`src/rtl/mcell_pkg.sv`:
```
// Package: shared encodings and the flip-flop next-state function of the macrocell.
// Assumes callers pass the current state and two data inputs already routed.
package mcell_pkg;

    typedef enum logic [1:0] {
        OM_COMB  = 2'd0,
        OM_LATCH = 2'd1,
        OM_REG   = 2'd2,
        OM_REG2  = 2'd3
    } out_mode_e;

    typedef enum logic [1:0] {
        FT_D  = 2'd0,
        FT_T  = 2'd1,
        FT_JK = 2'd2,
        FT_SR = 2'd3
    } ff_type_e;

    // Next state of the emulated flip-flop; a is D/T/J/S, b is K/R.
    function automatic logic ff_next(ff_type_e t, logic q, logic a, logic b);
        logic n;
        case (t)
            FT_D:    n = a;
            FT_T:    n = q ^ a;
            FT_JK:   n = (a & ~q) | (~b & q);
            default: n = (a & ~b) ? 1'b1 : ((~a & b) ? 1'b0 : q);
        endcase
        return n;
    endfunction

endpackage

```
`src/rtl/mcell_clk_sel.sv`:
```
// Module: picks the macrocell clock source and derives its level and edge.
// The level drives a latch gate; the edge is a one-cycle pulse on clk.
// Assumes NUM_BLK_CLK is a power of two; select codes at or above it
// choose the product-term clock, but only in the individual scheme.
module mcell_clk_sel #(
    parameter int NUM_BLK_CLK = 4,
    localparam int IDX_W = $clog2(NUM_BLK_CLK),
    localparam int SEL_W = IDX_W + 1
) (
    input  logic                   clk,
    input  logic                   rst_n,
    input  logic [NUM_BLK_CLK-1:0] blk_clk,
    input  logic [SEL_W-1:0]       clk_sel,
    input  logic                   async_mode,
    input  logic                   ptc_in,
    input  logic                   ptc_fall,
    output logic                   gate,
    output logic                   fire
);
    localparam logic [SEL_W-1:0] PTC_CODE = SEL_W'(NUM_BLK_CLK);

    logic src;
    logic src_q;

    // Select the source; a falling product-term edge is turned into a rising one.
    always_comb begin
        if (async_mode && (clk_sel >= PTC_CODE))
            src = ptc_in ^ ptc_fall;
        else
            src = blk_clk[clk_sel[IDX_W-1:0]];
    end

    // Remember the previous source level for edge detection.
    always_ff @(posedge clk) begin
        if (!rst_n) src_q <= 1'b0;
        else        src_q <= src;
    end

    assign gate = src;
    assign fire = src & ~src_q;

    // an edge pulse never lasts two system cycles
    a_r9_single_pulse: assert property (@(posedge clk) disable iff (!rst_n)
        fire |=> !fire);

endmodule

```
`src/rtl/mcell_init.sv`:
```
// Module: routes the initialization terms to preset and reset for one cell.
// Shared scheme: two block terms with a role swap. Individual scheme: one local term.
module mcell_init (
    input  logic clk,
    input  logic rst_n,
    input  logic async_mode,
    input  logic blk_init_a,
    input  logic blk_init_b,
    input  logic init_swap,
    input  logic loc_init,
    input  logic loc_init_is_preset,
    output logic set,
    output logic clr
);
    // Choose the preset and reset sources according to the scheme.
    always_comb begin
        if (async_mode) begin
            set = loc_init & loc_init_is_preset;
            clr = loc_init & ~loc_init_is_preset;
        end else begin
            set = init_swap ? blk_init_b : blk_init_a;
            clr = init_swap ? blk_init_a : blk_init_b;
        end
    end

    // the single local term can never preset and reset at once
    a_r12_one_function: assert property (@(posedge clk) disable iff (!rst_n)
        async_mode |-> !(set && clr));

endmodule

```
`src/rtl/mcell_store.sv`:
```
// Module: the storage element. It acts as a latch or an emulated D/T/JK/SR register.
// Reset beats preset; both override any clocked or latch update.
// In combinational mode the state only holds, though initialization still applies.
module mcell_store
    import mcell_pkg::*;
(
    input  logic      clk,
    input  logic      rst_n,
    input  out_mode_e mode,
    input  ff_type_e  ftype,
    input  logic      d_a,
    input  logic      d_b,
    input  logic      gate,
    input  logic      fire,
    input  logic      set,
    input  logic      clr,
    output logic      q
);
    logic is_reg;
    logic is_latch;

    assign is_reg   = (mode == OM_REG) || (mode == OM_REG2);
    assign is_latch = (mode == OM_LATCH);

    // Update the state by priority: reset, clear, preset, then clocked or latch.
    always_ff @(posedge clk) begin
        if (!rst_n)                q <= 1'b0;
        else if (clr)              q <= 1'b0;
        else if (set)              q <= 1'b1;
        else if (is_reg && fire)   q <= ff_next(ftype, q, d_a, d_b);
        else if (is_latch && gate) q <= d_a;
    end

    // a reset term always leaves the state cleared
    a_r13_reset_wins: assert property (@(posedge clk) disable iff (!rst_n)
        clr |=> !q);
    // a lone preset always leaves the state set
    a_r13_preset_sets: assert property (@(posedge clk) disable iff (!rst_n)
        (set && !clr) |=> q);
    // without an edge the register holds
    a_r9_hold_no_edge: assert property (@(posedge clk) disable iff (!rst_n)
        (is_reg && !fire && !set && !clr) |=> $stable(q));
    // a closed latch holds
    a_r8_latch_closed: assert property (@(posedge clk) disable iff (!rst_n)
        (is_latch && !gate && !set && !clr) |=> $stable(q));

endmodule

```
`src/rtl/mcell_top.sv`:
```
// Module: a complete configurable macrocell. It forms the XOR-folded logic value,
// selects the clock and initialization, stores the value and applies output
// inversion after storage. The pin and feedback values are always identical.
module mcell_top
    import mcell_pkg::*;
#(
    parameter int NUM_BLK_CLK = 4,
    localparam int SEL_W = $clog2(NUM_BLK_CLK) + 1
) (
    input  logic                   clk,
    input  logic                   rst_n,
    input  logic                   sop_in,
    input  logic                   xor_in,
    input  logic                   xor_en,
    input  logic [1:0]             out_mode,
    input  logic [1:0]             ff_type,
    input  logic                   inv_out,
    input  logic                   async_mode,
    input  logic [NUM_BLK_CLK-1:0] blk_clk,
    input  logic [SEL_W-1:0]       clk_sel,
    input  logic                   ptc_in,
    input  logic                   ptc_fall,
    input  logic                   blk_init_a,
    input  logic                   blk_init_b,
    input  logic                   init_swap,
    input  logic                   loc_init,
    input  logic                   loc_init_is_preset,
    output logic                   pin_out,
    output logic                   fb_out
);
    out_mode_e om;
    ff_type_e  ft;
    logic      f_val;
    logic      d_a;
    logic      gate;
    logic      fire;
    logic      set;
    logic      clr;
    logic      q;
    logic      y;

    assign om = out_mode_e'(out_mode);
    assign ft = ff_type_e'(ff_type);

    // Form the logic value; two-input flip-flop types take the terms unfolded.
    always_comb begin
        f_val = sop_in ^ (xor_en & xor_in);
        d_a   = ((ft == FT_JK) || (ft == FT_SR)) ? sop_in : f_val;
    end

    mcell_clk_sel #(.NUM_BLK_CLK(NUM_BLK_CLK)) u_clk (
        .clk        (clk),
        .rst_n      (rst_n),
        .blk_clk    (blk_clk),
        .clk_sel    (clk_sel),
        .async_mode (async_mode),
        .ptc_in     (ptc_in),
        .ptc_fall   (ptc_fall),
        .gate       (gate),
        .fire       (fire)
    );

    mcell_init u_init (
        .clk                (clk),
        .rst_n              (rst_n),
        .async_mode         (async_mode),
        .blk_init_a         (blk_init_a),
        .blk_init_b         (blk_init_b),
        .init_swap          (init_swap),
        .loc_init           (loc_init),
        .loc_init_is_preset (loc_init_is_preset),
        .set                (set),
        .clr                (clr)
    );

    mcell_store u_store (
        .clk   (clk),
        .rst_n (rst_n),
        .mode  (om),
        .ftype (ft),
        .d_a   (d_a),
        .d_b   (xor_in),
        .gate  (gate),
        .fire  (fire),
        .set   (set),
        .clr   (clr),
        .q     (q)
    );

    // Pick the combinational or stored value, then invert after storage.
    always_comb begin
        y       = (om == OM_COMB) ? f_val : q;
        pin_out = y ^ inv_out;
        fb_out  = y ^ inv_out;
    end

endmodule

```
`config.mk`:
```
export PLATFORM = sky130hd
export DESIGN_NAME = mcell_top
export DESIGN_NICKNAME = d
export VERILOG_FILES = /design/src/rtl/mcell_pkg.sv /design/src/rtl/mcell_clk_sel.sv /design/src/rtl/mcell_init.sv /design/src/rtl/mcell_store.sv /design/src/rtl/mcell_top.sv
export SDC_FILE = /design/constraint.sdc
export NUM_CORES = 1
export LEC_CHECK = 0
export BUFFER_PORTS_ARGS = -buffer_cell sky130_fd_sc_hd__buf_4
export CAP_MARGIN = 40
export CORE_AREA = 2 2 39 41
export DETAILED_ROUTE_END_ITERATION = 8
export DIE_AREA = 0 0 41 43
export PLACE_DENSITY = 0.65
export SLEW_MARGIN = 20
export SYNTH_ARGS = -nofsm -noshare
export SYNTH_HDL_FRONTEND = slang
export SYNTH_HIERARCHICAL = 1
export SYNTH_SLANG_ARGS = --single-unit
```
`constraint.sdc`:
```
create_clock -name clk -period 3.8 [get_ports clk]
set_input_delay 0.57 -clock clk [delete_from_list [all_inputs] [get_ports clk]]
set_output_delay 0.57 -clock clk [all_outputs]
set_load 0.02 [all_outputs]
```
==> results of run 1 <==
## flip-flops by register name (all words and copies together), names as in the netlist
name	flops
u_clk/src_q	1
u_store/q	1
## stage by stage
step	std cells	power (mW)	cell area [um2]
after global placement	86	0.0947	572
after CTS	89	0.146	594
final	89	0.141	594
after global routing	89	0.155	594
after detailed placement	86	0.0958	572
after floorplan	45	0.0646	364
## logic make-up after synthesis
| family | after synthesis |
|---|---|
| flops | 2 |
| fa+ha+maj | 1 |
| mux | 5 |
| xor+xnor | 3 |
| buf+inv | 4 |
| simple gates | 14 |
| compound gates | 16 |
## power by group
group	leakage, nW	internal, mW	switching, mW
Sequential	0.0166	0.0234	0.00197
Clock	0.0138	0.0348	0.0118
Combinational	0.264	0.0394	0.0297
Total	0.294	0.0977	0.0434
## layout make-up
cell class	instances	area [um2]
clock buffer	3	22.5
multi-input combinational	39	305
timing repair buffer	26	195
tap	16	20.0
inverter	3	11.3
sequential	2	40.0
fill	148	790
## synth_stat cells
library cell | n | area [um2]
mux2i_1 | 5 | 50.1
a21oi_1 | 3 | 15.0
inv_1 | 3 | 11.3
nor2_1 | 3 | 11.3
o21ai_1 | 3 | 15.0
a21boi_0 | 2 | 15.0
a22o_1 | 2 | 17.5
dfxtp_1 | 2 | 40.0
nand2_1 | 2 | 7.51
nand3b_1 | 2 | 15.0
xor2_1 | 2 | 17.5
a211o_2 | 1 | 10.0
a221oi_2 | 1 | 15.0
a311oi_2 | 1 | 15.0
and2_2 | 1 | 7.51
and3_1 | 1 | 6.26
and3b_1 | 1 | 8.76
buf_4 | 1 | 7.51
ha_1 | 1 | 12.5
nand2b_1 | 1 | 6.26
nand3_1 | 1 | 5.00
nor3_2 | 1 | 10.0
nor3b_2 | 1 | 12.5
o21ai_0 | 1 | 5.00
o21bai_1 | 1 | 7.51
o41a_1 | 1 | 11.3
xnor2_1 | 1 | 8.76
## per-layer routing
layer / vias to the layer above / routed length (um)
li1: 225 / -
met1: 193 / 329
met2: 13 / 450
met3: 0 / 38
met4: 0 / 0
met5: - / 0
## how the worst max path moves through the flow
stage               slack [ns]  cells past startpoint   start  endpoint
floorplan                 1.56                      4  sop_in   pin_out
global placement          1.71                      5  xor_in   pin_out
detailed placement        1.68                      5  sop_in   pin_out
CTS                       1.68                      5  sop_in   pin_out
global route              1.62                      5  sop_in   pin_out
finish                    1.69                      5  sop_in   pin_out
## critical path, cell delays in order
cell,delay [ns]
buf_4,0.12
a21boi_0,0.12
o41a_1,0.38
xor2_1,0.18
buf_4,0.17
==> qor.txt, run 1 <==
Period utilization - 0.556
WL/cell - 9.19 um
Antenna fix cells - 0
Final setup fails - 0
Critical path class - in -> out
Commonest non-fill, non-tap cell in the layout - buf_4
Layout Nets - 101
FF-to-FF setup slack - 2.60 ns
CTS tree - done
P&R area growth vs syn - 63.2%
Core region area - 1380 um2
First-pass GRT wire length - 1450 um
RSZ-0062 raised after global routing - false
Die ar. - 1760 um2
Die Width - 41 um
Worst Hold End - u_store/q
Vias per cell - 4.84
Worst r2r src - u_clk/src_q
Number of remaining DRC errors - 0
CTS H-Tree Depth - 1
Required @ worst endpoint - 3.23 ns
Minimum clock period - 2.11 ns
Syn_area_per_cell - 8.09 um2
Final Max Tran Viols - 0
Fin. Hold Viols - 0
M1 GR Usage - 0.131
Status - finished clean
Worst slack at placement - 1.68 ns
Top Usage Layer GRT - met2
Power per cell area - 237 nW/um2
CTS Buf Count - 3
WP data arrival - 1.54 ns
Post-DRT Antenna Nets - 0
Fmax achieved - 0.474 GHz
Clk_lat worst skew - 0.22 ns
DRT iter0 DRCs - 2
Reg-to-Reg End - u_store/q
Clk_skew - 0.00250 ns
Nature of the critical path endpoint - primary output
Hold WC Path Type - reg -> reg
Total grt overflow - 0
Worst R2R Path Depth - 5
P_leak - 0.294 nW
Vias in the first global route - 408
DR pass1 iterations - 2
Hold Path Stages - 2
Fin util - 0.429
Worst Path Max Fanout - 3
Met2 GRT Util - 0.191
Sequential element share of the synthesized area - 0.110
I/O pin count - 27
Netlist Area Pre-Place - 364 um2
Input/output buffers - 26
Adder-Cell Fraction of Synth Area - 0.0344
Max-slew headroom - 0.786
Largest net degree at the start of global routing - 8
DP HPWL - 717 um
Fraction of layout instances using a drive strength above 1 - 0.479
# rows - 14
Sink Count - 2
Max_cap viols - 0
Clock slew seen by the registers of the worst setup and hold paths - 0.03 ns
Synth Area in Simple Gates - 0.247
Max VDD drop - 0.197 mV
Count of cell types in the netlist - 27
Worst-Margin Slew - 0.321 ns
Worst setup slack after layout - 1.69 ns
Hold_buf cts - 0
Multiplexer share of the synthesized area - 0.137
Yosys warning count - 6
Synth Area in Compound Gates - 0.347
HP Start - u_store/q
Overall routing resource usage - 0.126
Register bit total from synthesis - 2
Initial core utilization - 0.263
Clock tree buffer depth - 2
WL final - 818 um
Post-CTS Resized - 0
Synth Net Count - 71
Hold_ws - 0.561 ns
Initial antenna violation count - 0
M3 GR Usage - 0.0314
Crit start category - input pin
Synth Area in XOR/XNOR - 0.0722
Cells after Synth - 45
Placer congestion estimate - 0.703
Largest family of logic cells by synthesized area - compound AO/OA/AOI/OAI gates
Vias - 431
Postcts setup bufs - 0
CTS root buffer - clkbuf_4
Commonest cells after routing, fill and taps aside - buf_4, mux2i_1
Setup TNS - 0 ns
Die height - 43 um
Note: power is estimated with default switching activity, not from simulation.
==> inputs of run 2 (changes only) <==
- ABC_AREA: default -> 1
- PLACE_DENSITY: 0.65 -> 0.7
- clock period: 3.8 -> 2.1 ns (I/O delays scaled with it)
==> run 2 against run 1 <==
  * Critical path depth grew 9
  * Utilization grew 4.3 points
  * Via count grew 31%
  * Sequential power grew 81%
  * Cell count grew 40%
==> qor.txt, run 2 <==
Status - finished clean
Register bit total from synthesis - 2 (unchanged)
Overall routing resource usage - 0.129 (+0.00300)
DR pass1 iterations - 4 (+2)
Top cells by area, synth - nand2_1, inv_1, nand3_1
Syn_area_per_cell - 5.24 um2 (-35%)
Final Max Tran Viols - 0 (unchanged)
CTS tree - done
Vias - 564 (+31%)
CTS H-Tree Depth - 1 (unchanged)
Yosys warning count - 6 (unchanged)
Slowest CP cell - a21oi_1
Final setup fails - 0 (unchanged)
Period utilization - 0.743
Cell area after layout - 654 um2 (+10%)
Synth Net Count - 107 (+51%)
Met2 GRT Util - 0.238 (+0.0469)
Setup TNS - 0 ns (unchanged)
Slowest cell delay on critical path - 0.29 ns (-0.09 ns)
Cells after Synth - 81 (+80%)
Count of cell types in the netlist - 18 (-33%)
Vias per cell - 4.51 (-6.8%)
Adder-Cell Fraction of Synth Area - 0.0295 (-0.00487)
Post-DRT Antenna Nets - 0 (unchanged)
Synth Area in XOR/XNOR - 0.0206 (-0.0515)
FF-to-FF setup slack - 1.05 ns (-1.55 ns)
WL final - 977 um (+19%)
Power per cell area - 388 nW/um2 (+63%)
Largest family of logic cells by synthesized area - simple AND/OR/NAND/NOR gates
Worst R2R Path Depth - 7 (+2)
HP Start - rst_n
Fin. Hold Viols - 0 (unchanged)
Worst Hold End - u_clk/src_q
Fmax achieved - 0.641 GHz
Sequential element share of the synthesized area - 0.0944 (-0.0156)
Required @ worst endpoint - 2.25 ns (-0.98 ns)
Clock tree buffer depth - 2 (unchanged)
DRT iter0 DRCs - 6 (+4)
Top Usage Layer GRT - met2
Nature of the critical path endpoint - flop
Vias in the first global route - 503 (+23%)
Hold Path Stages - 3 (+1)
Clk_skew - 0.000360 ns (-0.00214 ns)
WP data arrival - 1.71 ns (+0.17 ns)
Die height - 43 um (unchanged)
# rows - 14 (unchanged)
Core region area - 1380 um2 (unchanged)
Commonest cells after routing, fill and taps aside - nand2_1, buf_4, inv_1, nand3_1, a21oi_1
Initial antenna violation count - 0 (unchanged)
Die Width - 41 um (unchanged)
Crit path top cell by count - nand2_1
P_leak - 0.393 nW (+33%)
Hold_buf cts - 0 (unchanged)
Max-slew headroom - 0.771 (-0.0150)
M1 GR Usage - 0.150 (+0.0191)
Worst Path Max Fanout - 4 (+1)
Max_cap viols - 0 (unchanged)
Input/output buffers - 26 (unchanged)
Synth Area in Simple Gates - 0.572 (+0.325)
I/O pin count - 27 (unchanged)
Worst path bufs/invs - 3 (+1)
Placement Cell Area - 632 um2 (+11%)
Synth Area in Compound Gates - 0.124 (-0.223)
Postcts setup bufs - 0 (unchanged)
Crit start category - input pin
RSZ-0062 raised after global routing - false
WL/cell - 7.82 um (-15%)
Post-CTS Resized - 0 (unchanged)
Yosys top cell by area - nand2_1
M3 GR Usage - 0.0314 (unchanged)
Max VDD drop - 0.332 mV (+68%)
Worst-Margin Slew - 0.344 ns (+0.0235 ns)
Share of the synthesized area in the top cell type - 0.283 (+0.146)
Commonest non-fill, non-tap cell in the layout - nand2_1
Placer congestion estimate - 0.680 (-3.3%)
Most frequent cell after synthesis - nand2_1
Clk_lat worst skew - 0.22 ns (about the same)
Design Power - 254 uW (+80%)
Clock slew seen by the registers of the worst setup and hold paths - 0.03 ns (about the same)
Minimum clock period - 1.56 ns
Largest net degree at the start of global routing - 6 (-2)
CTS root buffer - clkbuf_4
Die ar. - 1760 um2 (unchanged)
Reg-to-Reg End - u_store/q
Hold WC Path Type - in -> reg
FF/Latch Area - 40.0 um2 (unchanged)
Fraction of layout instances using a drive strength above 1 - 0.358 (-0.122)
Cell chain of the critical path - buf_4 -> inv_2 -> nand3_1 -> nand2_2 -> nor2_1 -> a21oi_1 -> ha_1 -> inv_1 -> nor2_2 -> nand2_1 -> nand2_1 -> nor2_1 -> nand2_1 -> a21oi_2
First-pass GRT wire length - 1690 um (+17%)
Antenna fix cells - 0 (unchanged)
CTS Buf Count - 3 (unchanged)
Largest registers - u_clk/src_q (1), u_store/q (1)
Worst r2r src - u_clk/src_q
Number of remaining DRC errors - 0 (unchanged)
Layout Nets - 137 (+36%)
DP HPWL - 881 um (+23%)
Critical path class - in -> reg
Synth top cells by count - nand2_1, inv_1, nand3_1, a21oi_1
Multi-input gate area - 317 um2 (+3.7%)
Netlist Area Pre-Place - 424 um2 (+16%)
Multiplexer share of the synthesized area - 0 (-0.137)
Filler cells - 162 (+9.5%)
P&R area growth vs syn - 54.3%
Sink Count - 2 (unchanged)
Most common flop cell mapped by yosys - dfxtp_1
Asr flop ratio synth - 0 (unchanged)
CP top delay family - simple AND/OR/NAND/NOR gates
Initial core utilization - 0.307 (+0.0434)
Total grt overflow - 0 (unchanged)
EDFF count, synth - 0 (unchanged)
==> run 2: cell types whose count changed after synthesis, moves of 2 or more <==
cell,before,now
a21boi_0,2,0
o21ai_1,3,0
nand2_1,2,32
mux2i_1,5,0
nand2_2,0,3
a22o_1,2,0
inv_1,3,15
nor2_2,0,2
nand3_1,1,9
nand3_2,0,2
==> run 2: worst register-to-register path, stage by stage, from the launching register on <==
cell and delay, ns:
dfxtp_1 0.28, a21oi_1 0.16, nand2_1 0.10, nor2_2 0.10, o21a_1 0.12, nand2_1 0.05
nand2_1 0.08, a21oi_2 0.05
==> run 2: per-layer routing <==
metal | vias up | wire, um | part of all wire
met5 | - | 0 | 0
met1 | 237 | 395 | 0.40
met4 | 0 | 0 | 0
met3 | 0 | 98 | 0.10
li1 | 304 | - | -
met2 | 23 | 483 | 0.49
==> run 2: metrics by stage <==
stage	utilization	hold slack, ns	std cells	setup WS [ns]
floorplan	-	0.424	81	0.607
detailed placement	0.457	0.559	122	0.313
global placement	0.457	0.560	122	0.359
finish	0.473	0.331	125	0.541
CTS	0.473	0.330	125	0.540
global route	0.473	0.344	125	0.411
==> run 2: kinds of logic (layout without fill, tap and decap cells) <==
family	count (synthesis)	count (layout)
AO/OA/AOI/OAI	7	7
XOR/XNOR	1	1
adder cells (fa/ha/maj)	1	1
buffers and inverters	17	45
flip-flops	2	2
AND/OR/NAND/NOR	53	53
==> run 2: worst max path at each step <==
stage / start / to / slack [ns] / cells past startpoint
global placement: xor_in / u_store/q / 0.36 / 14
global route: sop_in / u_store/q / 0.41 / 14
finish: sop_in / u_store/q / 0.54 / 14
floorplan: sop_in / u_store/q / 0.61 / 13
CTS: xor_in / u_store/q / 0.54 / 14
detailed placement: xor_in / u_store/q / 0.31 / 14
==> run 2: final cells by class <==
| class | instances | area share |
|---|---|---|
| clock buffers | 3 | 0.0344 |
| inverters | 16 | 0.0918 |
| multi-input cells | 62 | 0.484 |
| flip-flops and latches | 2 | 0.0612 |
| well taps | 16 | 0.0306 |
| repair buffers | 26 | 0.298 |
==> run 2: power breakdown <==
part	internal (mW)	switching, mW	total, mW
logic	0.0641	0.0629	0.127
clock network	0.0627	0.0179	0.0806
registers	0.0419	0.00417	0.0461
total	0.169	0.0849	0.254
==> inputs of run 3 (changes only) <==
- clock period: 2.1 -> 1.47 ns (I/O delays scaled with it)
==> run 3 against run 2 <==
  * Die area unchanged
  * Clock power increased by 46%
  * Register-to-register slack got worse by 0.63 ns
  * Combinational power increased by 50%
  * Clock skew increased by 0.0020 ns
  * Sequential power increased by 41%
  * Highest routed layer unchanged
  * Worst hold slack got worse by 0.087 ns
  * Via count decreased by 0.89%
  * Total power increased by 47%
  * Cell area increased by 3.4%
==> qor.txt, run 3 (synthesis gave the netlist of run 2 again) <==
Layout Nets - 140 (+2.2%)
CTS root buffer - clkbuf_4
Max-slew headroom - 0.852 (+0.0815)
P_leak - 0.407 nW (+3.7%)
Minimum clock period - 1.34 ns
Post-DRT Antenna Nets - 0 (unchanged)
CP top delay family - simple AND/OR/NAND/NOR gates
Cell area after layout - 677 um2 (+3.4%)
WP data arrival - 1.49 ns (-0.22 ns)
Fraction of layout instances using a drive strength above 1 - 0.375 (+0.0172)
Placement Cell Area - 654 um2 (+3.6%)
Initial core utilization - 0.307 (unchanged)
Slowest cell delay on critical path - 0.27 ns (-0.02 ns)
Die ar. - 1760 um2 (unchanged)
Initial antenna violation count - 0 (unchanged)
Die height - 43 um (unchanged)
Postcts setup bufs - 0 (unchanged)
Vias in the first global route - 487 (-3.2%)
Vias per cell - 4.37 (-3.2%)
CTS tree - done
Crit path top cell by count - nand2_1
Clk_lat worst skew - 0.22 ns (about the same)
Slowest CP cell - ha_1
Post-CTS Resized - 0 (unchanged)
Worst-Margin Slew - 0.222 ns (-0.123 ns)
Sink Count - 2 (unchanged)
Antenna fix cells - 0 (unchanged)
Placer congestion estimate - 0.701 (+3.1%)
Cell chain of the critical path - buf_4 -> inv_2 -> nand3_1 -> nand2_2 -> nor2_1 -> a21oi_1 -> ha_1 -> inv_1 -> nor2_2 -> nand2_1 -> nand2_1 -> nor2_1 -> nand2_1 -> a21oi_2
WL/cell - 7.77 um (-0.64%)
Clock slew seen by the registers of the worst setup and hold paths - 0.03 ns (about the same)
Final Max Tran Viols - 0 (unchanged)
Status - finished clean
Worst Path Max Fanout - 2 (-2)
Fmax achieved - 0.748 GHz
Largest net degree at the start of global routing - 6 (unchanged)
CTS H-Tree Depth - 1 (unchanged)
P&R area growth vs syn - 59.6%
Hold_buf cts - 0 (unchanged)
Max_cap viols - 0 (unchanged)
Critical path class - in -> reg
Required @ worst endpoint - 1.63 ns (-0.62 ns)
Hold_ws - 0.244 ns (-0.0871 ns)
Commonest non-fill, non-tap cell in the layout - nand2_1
Largest registers - u_clk/src_q (1), u_store/q (1)
RSZ-0062 raised after global routing - false
WL final - 994 um (+1.7%)
Nature of the critical path endpoint - flop
DP HPWL - 891 um (+1.2%)
DR pass1 iterations - 4 (unchanged)
Core region area - 1380 um2 (unchanged)
Number of remaining DRC errors - 0 (unchanged)
Total grt overflow - 0 (unchanged)
Final setup fails - 0 (unchanged)
Crit start category - input pin
DRT iter0 DRCs - 1 (-5)
Overall routing resource usage - 0.131 (+0.00200)
Input/output buffers - 26 (unchanged)
Clk_skew - 0.00240 ns (+0.00204 ns)
Vias - 559 (-0.89%)
I/O pin count - 27 (unchanged)
Hold WC Path Type - in -> reg
Fin. Hold Viols - 0 (unchanged)
Max VDD drop - 0.345 mV (+3.9%)
Worst path bufs/invs - 3 (unchanged)
Clock tree buffer depth - 2 (unchanged)
# rows - 14 (unchanged)
CTS Buf Count - 3 (unchanged)
Die Width - 41 um (unchanged)
Commonest cells after routing, fill and taps aside - nand2_1, buf_4, inv_1, nand3_1, a21oi_1
Power per cell area - 552 nW/um2 (+42%)
Period utilization - 0.910
First-pass GRT wire length - 1660 um (-1.7%)
==> run 3: path summary, 6_finish.rpt <==
check        slack (ns)  cells past startpoint          end         from
max                0.13                     14    u_store/q       sop_in
min                0.24                      3  u_clk/src_q        rst_n
max reg2reg        0.42                      7    u_store/q  u_clk/src_q
min reg2reg        0.57                      2    u_store/q    u_store/q
==> run 3: final cells by class <==
cell class | instances | area [um2]
fill | 161 | 707
multi-input combinational | 62 | 317
timing repair buffer | 29 | 218
inverter | 16 | 60.1
sequential | 2 | 40.0
clock buffer | 3 | 22.5
tap | 16 | 20.0
==> run 3: layer usage <==
| layer | track usage | wire length (um) | up-vias |
|---|---|---|---|
| met1 | 0.153 | 424 | 221 |
| met3 | 0.0314 | 89 | 0 |
| met4 | 0.0400 | 0 | 0 |
| li1 | - | - | 311 |
| met5 | 0 | 0 | - |
| met2 | 0.222 | 479 | 27 |
==> run 3: tightest hold or removal path: stages <==
cell     delay, ns
buf_4         0.11
inv_1         0.05
a21oi_1       0.03
==> run 3: metrics by stage <==
stage | setup slack (ns) | cells | total power [mW] | TNS, ns | utilization
after global placement | -0.0475 | 125 | 0.253 | -0.0475 | 0.473
after CTS | 0.147 | 128 | 0.381 | 0 | 0.489
final | 0.133 | 128 | 0.373 | 0 | 0.489
after floorplan | 0.0715 | 81 | 0.169 | 0 | -
after global routing | 0.0336 | 128 | 0.413 | 0 | 0.489
after detailed placement | -0.0767 | 125 | 0.257 | -0.0767 | 0.473
==> run 3: power by group <==
group | switching [mW] | internal [mW]
sequential | 0.00524 | 0.0599
clock | 0.0282 | 0.0898
combinational | 0.0918 | 0.0985
